===== src/rtl/pcs_pkg.sv =====
package pcs_pkg;

    typedef enum logic [1:0] {
        XF_NONE   = 2'd0,
        XF_BRANCH = 2'd1,
        XF_CALL   = 2'd2,
        XF_JUMP   = 2'd3
    } xfer_e;

    typedef enum logic {
        ST_RUN    = 1'b0,
        ST_SQUASH = 1'b1
    } seq_state_e;

    localparam logic [1:0] OP_BRANCH_GRP = 2'b00;
    localparam logic [1:0] OP_CALL       = 2'b01;
    localparam logic [1:0] OP_ARITH_GRP  = 2'b10;
    localparam logic [2:0] SUB_BRANCH    = 3'b010;
    localparam logic [5:0] SUB_JUMP_LINK = 6'h38;
    localparam logic [3:0] COND_NEVER    = 4'h0;
    localparam logic [3:0] COND_ALWAYS   = 4'h8;
    localparam logic [4:0] CALL_LINK_REG = 5'd15;

endpackage


===== src/rtl/pcs_decode.sv =====
module pcs_decode
    import pcs_pkg::*;
#(
    parameter int AW = 32
) (
    input  logic [31:0]   insn,
    output xfer_e         kind,
    output logic [3:0]    cond,
    output logic          annul,
    output logic [4:0]    rd,
    output logic [AW-1:0] br_off,
    output logic [AW-1:0] call_off
);
    localparam int BR_W   = 24;
    localparam int CALL_W = 32;

    logic [BR_W-1:0]   br_scaled;
    logic [CALL_W-1:0] call_scaled;

    assign br_scaled   = {insn[21:0], 2'b00};
    assign call_scaled = {insn[29:0], 2'b00};
    assign cond        = insn[28:25];
    assign annul       = insn[29];
    assign rd          = insn[29:25];

    generate
        if (AW > BR_W) begin : g_br_ext
            assign br_off = {{(AW-BR_W){br_scaled[BR_W-1]}}, br_scaled};
        end else begin : g_br_trunc
            assign br_off = br_scaled[AW-1:0];
        end
        if (AW > CALL_W) begin : g_call_ext
            assign call_off = {{(AW-CALL_W){call_scaled[CALL_W-1]}}, call_scaled};
        end else begin : g_call_trunc
            assign call_off = call_scaled[AW-1:0];
        end
    endgenerate

    always_comb begin
        kind = XF_NONE;
        unique case (insn[31:30])
            OP_BRANCH_GRP: if (insn[24:22] == SUB_BRANCH) kind = XF_BRANCH;
            OP_CALL:       kind = XF_CALL;
            OP_ARITH_GRP:  if (insn[24:19] == SUB_JUMP_LINK) kind = XF_JUMP;
            default:       kind = XF_NONE;
        endcase
    end

endmodule


===== src/rtl/pcs_cond_eval.sv =====
module pcs_cond_eval (
    input  logic [3:0] cond,
    input  logic       fn,
    input  logic       fz,
    input  logic       fv,
    input  logic       fc,
    output logic       taken
);
    logic base;
    logic signed_lt;

    assign signed_lt = fn ^ fv;

    always_comb begin
        unique case (cond[2:0])
            3'd0: base = 1'b0;
            3'd1: base = fz;
            3'd2: base = fz | signed_lt;
            3'd3: base = signed_lt;
            3'd4: base = fc | fz;
            3'd5: base = fc;
            3'd6: base = fn;
            3'd7: base = fv;
            default: base = 1'b0;
        endcase
    end

    assign taken = base ^ cond[3];

endmodule


===== src/rtl/pcs_next_addr.sv =====
module pcs_next_addr
    import pcs_pkg::*;
#(
    parameter int AW = 32
) (
    input  xfer_e         kind,
    input  logic [3:0]    cond,
    input  logic          annul,
    input  logic          taken,
    input  logic [AW-1:0] pc_cur,
    input  logic [AW-1:0] npc_cur,
    input  logic [AW-1:0] br_off,
    input  logic [AW-1:0] call_off,
    input  logic [AW-1:0] jump_sum,
    output logic [AW-1:0] pc_nx,
    output logic [AW-1:0] npc_nx,
    output logic          squash_set
);
    localparam logic [AW-1:0] WORD = AW'(4);

    logic [AW-1:0] br_target;
    logic [AW-1:0] seq_npc;

    assign br_target = pc_cur + br_off;
    assign seq_npc   = npc_cur + WORD;

    always_comb begin
        pc_nx      = npc_cur;
        npc_nx     = seq_npc;
        squash_set = 1'b0;
        unique case (kind)
            XF_BRANCH: begin
                if (cond == COND_NEVER) begin
                    if (annul) begin
                        pc_nx  = seq_npc;
                        npc_nx = seq_npc + WORD;
                    end
                end else if (cond == COND_ALWAYS) begin
                    if (annul) begin
                        pc_nx  = br_target;
                        npc_nx = br_target + WORD;
                    end else begin
                        npc_nx = br_target;
                    end
                end else if (taken) begin
                    npc_nx = br_target;
                end else begin
                    squash_set = annul;
                end
            end
            XF_CALL:  npc_nx = pc_cur + call_off;
            XF_JUMP:  npc_nx = jump_sum;
            default:  npc_nx = seq_npc;
        endcase
    end

endmodule


===== src/rtl/dslot_pc_seq.sv =====
module dslot_pc_seq
    import pcs_pkg::*;
#(
    parameter int          AW       = 32,
    parameter logic [31:0] RESET_PC = 32'h0000_0000
) (
    input  logic          clk,
    input  logic          rst_n,
    input  logic          step,
    input  logic [31:0]   insn,
    input  logic          flag_n,
    input  logic          flag_z,
    input  logic          flag_v,
    input  logic          flag_c,
    input  logic [AW-1:0] jump_sum,
    input  logic          illegal_in,
    output logic [AW-1:0] pc,
    output logic [AW-1:0] npc,
    output logic          squash,
    output logic          link_we,
    output logic [4:0]    link_addr,
    output logic [AW-1:0] link_data,
    output logic          illegal_out
);
    localparam logic [AW-1:0] WORD     = AW'(4);
    localparam logic [AW-1:0] BOOT_PC  = RESET_PC[AW-1:0];
    localparam logic [AW-1:0] BOOT_NPC = BOOT_PC + WORD;

    seq_state_e    state_q, state_d;
    logic [AW-1:0] pc_q, npc_q, pc_d, npc_d;

    xfer_e         kind;
    logic [3:0]    cond;
    logic          annul;
    logic [4:0]    rd;
    logic [AW-1:0] br_off, call_off;
    logic          taken;
    logic [AW-1:0] pc_nx, npc_nx;
    logic          squash_set;

    pcs_decode #(.AW(AW)) u_decode (
        .insn     (insn),
        .kind     (kind),
        .cond     (cond),
        .annul    (annul),
        .rd       (rd),
        .br_off   (br_off),
        .call_off (call_off)
    );

    pcs_cond_eval u_cond (
        .cond  (cond),
        .fn    (flag_n),
        .fz    (flag_z),
        .fv    (flag_v),
        .fc    (flag_c),
        .taken (taken)
    );

    pcs_next_addr #(.AW(AW)) u_next (
        .kind       (kind),
        .cond       (cond),
        .annul      (annul),
        .taken      (taken),
        .pc_cur     (pc_q),
        .npc_cur    (npc_q),
        .br_off     (br_off),
        .call_off   (call_off),
        .jump_sum   (jump_sum),
        .pc_nx      (pc_nx),
        .npc_nx     (npc_nx),
        .squash_set (squash_set)
    );

    // State register
    always_ff @(posedge clk) begin
        if (!rst_n) begin
            state_q <= ST_RUN;
            pc_q    <= BOOT_PC;
            npc_q   <= BOOT_NPC;
        end else begin
            state_q <= state_d;
            pc_q    <= pc_d;
            npc_q   <= npc_d;
        end
    end

    // Next-state and output logic
    always_comb begin
        state_d     = state_q;
        pc_d        = pc_q;
        npc_d       = npc_q;
        link_we     = 1'b0;
        link_addr   = '0;
        link_data   = '0;
        illegal_out = 1'b0;
        unique case (state_q)
            ST_RUN: begin
                if (step) begin
                    pc_d        = pc_nx;
                    npc_d       = npc_nx;
                    state_d     = squash_set ? ST_SQUASH : ST_RUN;
                    illegal_out = illegal_in;
                    if (kind == XF_CALL) begin
                        link_we   = 1'b1;
                        link_addr = CALL_LINK_REG;
                        link_data = pc_q;
                    end else if (kind == XF_JUMP && rd != 5'd0) begin
                        link_we   = 1'b1;
                        link_addr = rd;
                        link_data = pc_q;
                    end
                end
            end
            ST_SQUASH: begin
                if (step) begin
                    pc_d    = npc_q;
                    npc_d   = npc_q + WORD;
                    state_d = ST_RUN;
                end
            end
            default: state_d = ST_RUN;
        endcase
    end

    assign pc     = pc_q;
    assign npc    = npc_q;
    assign squash = (state_q == ST_SQUASH);

    AST_RESET_PAIR: assert property (@(posedge clk)
        $past(!rst_n) |-> (pc == BOOT_PC && npc == BOOT_NPC && !squash));

    AST_SEQ_STEP: assert property (@(posedge clk) disable iff (!rst_n)
        (step && (squash || kind == XF_NONE)) |=>
        (pc == $past(npc) && npc == $past(npc) + WORD));

    AST_HOLD_IDLE: assert property (@(posedge clk) disable iff (!rst_n)
        !step |=> ($stable(pc) && $stable(npc) && $stable(squash)));

    AST_ANNUL_SQUASH: assert property (@(posedge clk) disable iff (!rst_n)
        (step && !squash && kind == XF_BRANCH && cond != COND_NEVER &&
         cond != COND_ALWAYS && !taken && annul) |=> squash);

    AST_TAKEN_NO_SQ: assert property (@(posedge clk) disable iff (!rst_n)
        (step && !squash && kind == XF_BRANCH && taken) |=> !squash);

    AST_CALL_LINK: assert property (@(posedge clk) disable iff (!rst_n)
        (step && !squash && kind == XF_CALL) |->
        (link_we && link_addr == CALL_LINK_REG && link_data == pc));

    AST_SQ_ONE_SHOT: assert property (@(posedge clk) disable iff (!rst_n)
        (step && squash) |=> !squash);

    AST_SQ_NO_LINK: assert property (@(posedge clk) disable iff (!rst_n)
        squash |-> (!link_we && !illegal_out));

endmodule


===== config.mk =====
export PLATFORM = sky130hd
export DESIGN_NAME = dslot_pc_seq
export DESIGN_NICKNAME = d
export VERILOG_FILES = /design/src/rtl/pcs_pkg.sv /design/src/rtl/pcs_decode.sv /design/src/rtl/pcs_cond_eval.sv /design/src/rtl/pcs_next_addr.sv /design/src/rtl/dslot_pc_seq.sv
export SDC_FILE = /design/constraint.sdc
export NUM_CORES = 1
export LEC_CHECK = 0
export BUFFER_PORTS_ARGS = -buffer_cell sky130_fd_sc_hd__buf_2
export CORE_MARGIN = 2
export CORE_UTILIZATION = 30
export CTS_CLUSTER_DIAMETER = 200
export CTS_CLUSTER_SIZE = 28
export DETAILED_ROUTE_END_ITERATION = 6
export PLACE_DENSITY = 0.6
export SETUP_SLACK_MARGIN = 0.5
export SYNTH_ARGS = -nofsm -noshare
export SYNTH_HDL_FRONTEND = slang
export SYNTH_SLANG_ARGS = --single-unit

===== constraint.sdc =====
create_clock -name clk -period 5.7 [get_ports clk]
set_input_delay 1.14 -clock clk [delete_from_list [all_inputs] [get_ports clk]]
set_output_delay 1.14 -clock clk [all_outputs]
set_load 0.01 [all_outputs]

==> out/summary.md <==
The critical path ends at npc[18]. For this run, the leading register cell type out of synthesis is dfxtp_1. The net count of the mapped netlist is 1,402. The xor and xnor fraction of the mapped netlist area was 10.5%. At the end of the flow, the number of nets in the layout was 1,518. The run gives 10,500 as the number of global-route vias before repair. In this run the static leakage power is 4.21 nW. In this run, CTS created clock tree buffers numbering 9.

The first global-routing pass estimated 62,500 um of wire. Global routing used 25.9% of the available tracks across all layers. The run gives 0.0110 ns as the final clock skew. The run gives 0.0103 mm^2 as the standard cell area after detailed placement.

For the number of DRC markers after the initial detailed-route iteration, the log shows 1,340. The number of storage elements in the synthesis netlist was 65. The mean post-synth cell area came out at 7.03 um^2.

After layout, the worst setup slack is 0.913 ns. Post-CTS timing repair inserted 0 buffers for setup. For this run, design rule violations remaining after detail routing come to 0. The switching power is 0.841 mW, and the antenna cell count is 0.

The worst setup path is launched from a primary input. After synthesis, the cell types taking the most area are dfxtp_1 (14%), a21oi_1 (6.5%), xnor2_1 (5.7%). For this run, the detailed router's first-pass iteration total came to 6. Data arrives at the worst endpoint at 5.08 ns. For the number of cell rows, the log shows 63.

The clock transition at the registers of the reported paths works out to 0.07 ns. The largest vdd supply drop was 0.149 mV. The final worst-path cycle share was 84.0%; the half-perimeter wire length after placement was 31,100 um. For the pin with the worst max-slew slack, the measured transition is 0.983 ns. The cell taking the most area after synthesis is dfxtp_1. The power density over the cells was 184 mW/mm^2; the post-cts repair resize count was 0. The cell at the slowest stage of the critical path is a2111oi_0. The worst register-to-register path ends at npc[29]. The flow ran to the end, and the final reports show no timing, DRC or antenna violations. After routing the design area is 0.0106 mm^2. The tools report the number of maximum-capacitance constraint violations as 0.

The required time of the worst setup path is 5.99 ns, and the vias per cell is 6.22. In this run, the clock network consumes 30.5% of the power. Startpoint of the worst register-to-register path: npc[2]. Net switching is 43.1% of the power. The run gives 0 as the total count of hold-check failures in the final report. At the end of routability-driven placement, the weighted congestion stood at 1.02.

After Yosys synthesis, full adders, half adders and majority gates account for 5.60% of the synthesized area. The minimum period implied by the final worst setup slack is 4.79 ns, and the number of placed I/O pins is 176. The share of cell area taken by muxes after synthesis was 1.34%; the highest attainable clock frequency was 209 MHz. Setup repair after global routing left no endpoint under its margin. No sink is reached through more buffers than the 2 on the longest clock path.

The initial standard-cell utilization of the core came out at 30.5%. Summing the areas of all and, or, nand and nor instances in the mapped netlist gives 28.7% of the synthesized area. The share of synthesized flip-flops with an asynchronous set or reset was 0%. TritonCTS built the clock tree. From bottom edge to top edge, the die measures 178 um.

The fraction of post-synthesis cell area in the top cell type by area works out to 14.4%. The clock tree synthesis step divided the H-tree into 3 levels. The die footprint is 0.0316 mm^2.

The tightest min-delay check is of the flip-flop to flip-flop type. The worst setup slack after placement is 0.527 ns, and the critical path buffer and inverter count is 2. Dividing the detail-routed wire length by the instance count gives 23.3 um. The Yosys step of the flow raised 0 warnings. The total internal power was 1.11 mW.

In this run the remaining antenna-violating nets after routing total 0. In the post-synthesis netlist, the cell with the most instances is a21oi_1. The critical path crosses 15 cells after its start point. After synthesis, the largest family of logic cells by area is compound AO/OA/AOI/OAI gates.

The cell family with the largest share of critical-path delay is compound AO/OA/AOI/OAI gates. The logs give 42.4% for the combinational power share and 11,200 for the number of vias after detailed routing. Across all register-to-register paths, the minimum setup slack is 1.35 ns. The tools report the total count of max-transition violations in the final report as 0. The area growth from synthesis to layout was 16.9%; the relative max-transition margin was 34.3%.

The worst setup path is captured at a flip-flop. After global routing the overflow that remains totals 0. Summed over all failing endpoints, the final setup total negative slack is 0 ns. After synthesis, the netlist uses 86 different library cells. Of all nets on the critical path, the largest fanout is 7.

The later pin in the worst-skew pair is clocked with a latency of 0.36 ns. Cells with a size suffix above 1 make up 18.6% of the layout. The number of hold buffers added after cts is 0, and the count of flip-flops with a built-in enable after synthesis is 0. The most critical setup path has its startpoint at insn[0].

The cell area after synthesis is 0.00907 mm^2. In this run the horizontal extent of the chip is 178 um. Delay of the slowest critical-path stage: 0.56 ns. Summing the sequential cell areas from Yosys gives 14.4% of the chip area. Count of input and output buffers: 175. The run gives 1 as the initial antenna violation count. Entering global routing, the biggest net connects 57 pins.

After synthesis, the most frequently instantiated cells are a21oi_1 (117), nand2_1 (110), nor2_1 (109). The kind of critical path is primary input to flip-flop. The complex-gate fraction of the synthesized area came out at 34.1%.

The number of standard cells after synthesis is 1,290, and the count of cells along the worst register-to-register path is 12. The signal on the critical path passes through buf_2, ha_1, inv_1, fa_1, and2b_1, o221ai_1, a211o_1, o21bai_1, xnor2_1, nor4_4, nand3_1, xor2_1, a2111oi_0, a211oi_1, o22ai_1. In this run the standard cell core region covers 0.0297 mm^2. Counting every sink on the clock net gives 65. Setup violations remaining at the end of the flow were counted as 0.

The run gives 35.7% as the fraction of the core area covered by cells at the end of the flow. The proportion of power drawn by flip-flops and latches was 27.1%. The clock tree root buffer cell was clkbuf_16.

Summed over all layers, the routed wires come to 42,000 um.
-- through the flow --
stage / cells / hold slack, ns / total power [mW]
global placement: 1785 / 0.490 / 1.34
CTS: 1801 / 0.521 / 1.93
global route: 1801 / 0.540 / 2.03
finish: 1801 / 0.520 / 1.95
detailed placement: 1785 / 0.512 / 1.34
floorplan: 1290 / 0.508 / 1.07
-- placed cells by master (no fill, tap or decap), types with 8 or more instances in the layout --
master,n
and4_1,11
nor2_1,108
nand2b_1,8
clkbuf_16,9
ha_1,39
nor4_1,10
inv_1,20
buf_4,33
a221o_1,8
nor3b_1,23
buf_2,175
o211ai_1,20
a211oi_1,14
nand4_1,25
o221ai_1,16
dfxtp_1,65
nand2_1,110
xor2_1,44
a21o_1,13
and3_1,21
a22oi_1,12
o22ai_1,27
o21ai_0,86
a31oi_1,16
and2_1,41
xnor2_1,59
or3_1,13
nand3_1,49
nor3_1,23
mux2i_1,11
nor2b_1,12
a22o_1,9
a221oi_1,40
a21oi_1,116
-- worst min-delay path, cell delays in order (launching register included) --
cell and delay, ns:
dfxtp_1 0.34, nand2_1 0.07, a21boi_0 0.06
-- power by group through the flow --
stage / Clock [mW] / Combinational (mW) / Sequential [mW]
after floorplan: 0 / 0.540 / 0.526
after global routing: 0.612 / 0.888 / 0.533
after global placement: 0 / 0.798 / 0.538
after detailed placement: 0 / 0.803 / 0.538
after CTS: 0.597 / 0.807 / 0.528
final: 0.595 / 0.826 / 0.529
-- state kept, by name, indices dropped and copies added, names as in the netlist --
| signal | count |
|---|---|
| pc | 32 |
| squash | 1 |
| npc | 32 |
-- layer usage --
layer	vias to the layer above	global-route usage (%)	share of wire [%]
li1	5119	-	-
met1	5341	32.4	40
met2	608	42.6	46
met3	139	3.83	8.2
met4	4	14.3	5.7
met5	-	0	0.050
-- final cells by class --
cell class	instances	area (um^2)
Timing Repair Buffer	208	1120
Clock inverter	7	71.3
Inverter	21	78.8
Tap cell	390	488
Clock buffer	9	225
Sequential cell	65	1300
Fill cell	3200	19100
Multi-Input combinational cell	1101	7310
-- logic make-up after synthesis --
group | count (synthesis)
buf+inv | 124
mux | 12
xor+xnor | 106
compound gates | 456
fa+ha+maj | 40
simple gates | 487
flops | 65
-- worst min path at each step --
stage / startpoint / to / depth (start not counted)
floorplan: pc[4] / pc[4] / 2
finish: pc[3] / pc[3] / 2
CTS: pc[3] / pc[3] / 2
global placement: pc[4] / pc[4] / 2
detailed placement: npc[0] / npc[0] / 1
global route: pc[4] / pc[4] / 2
(Power assumes the default switching activity.)
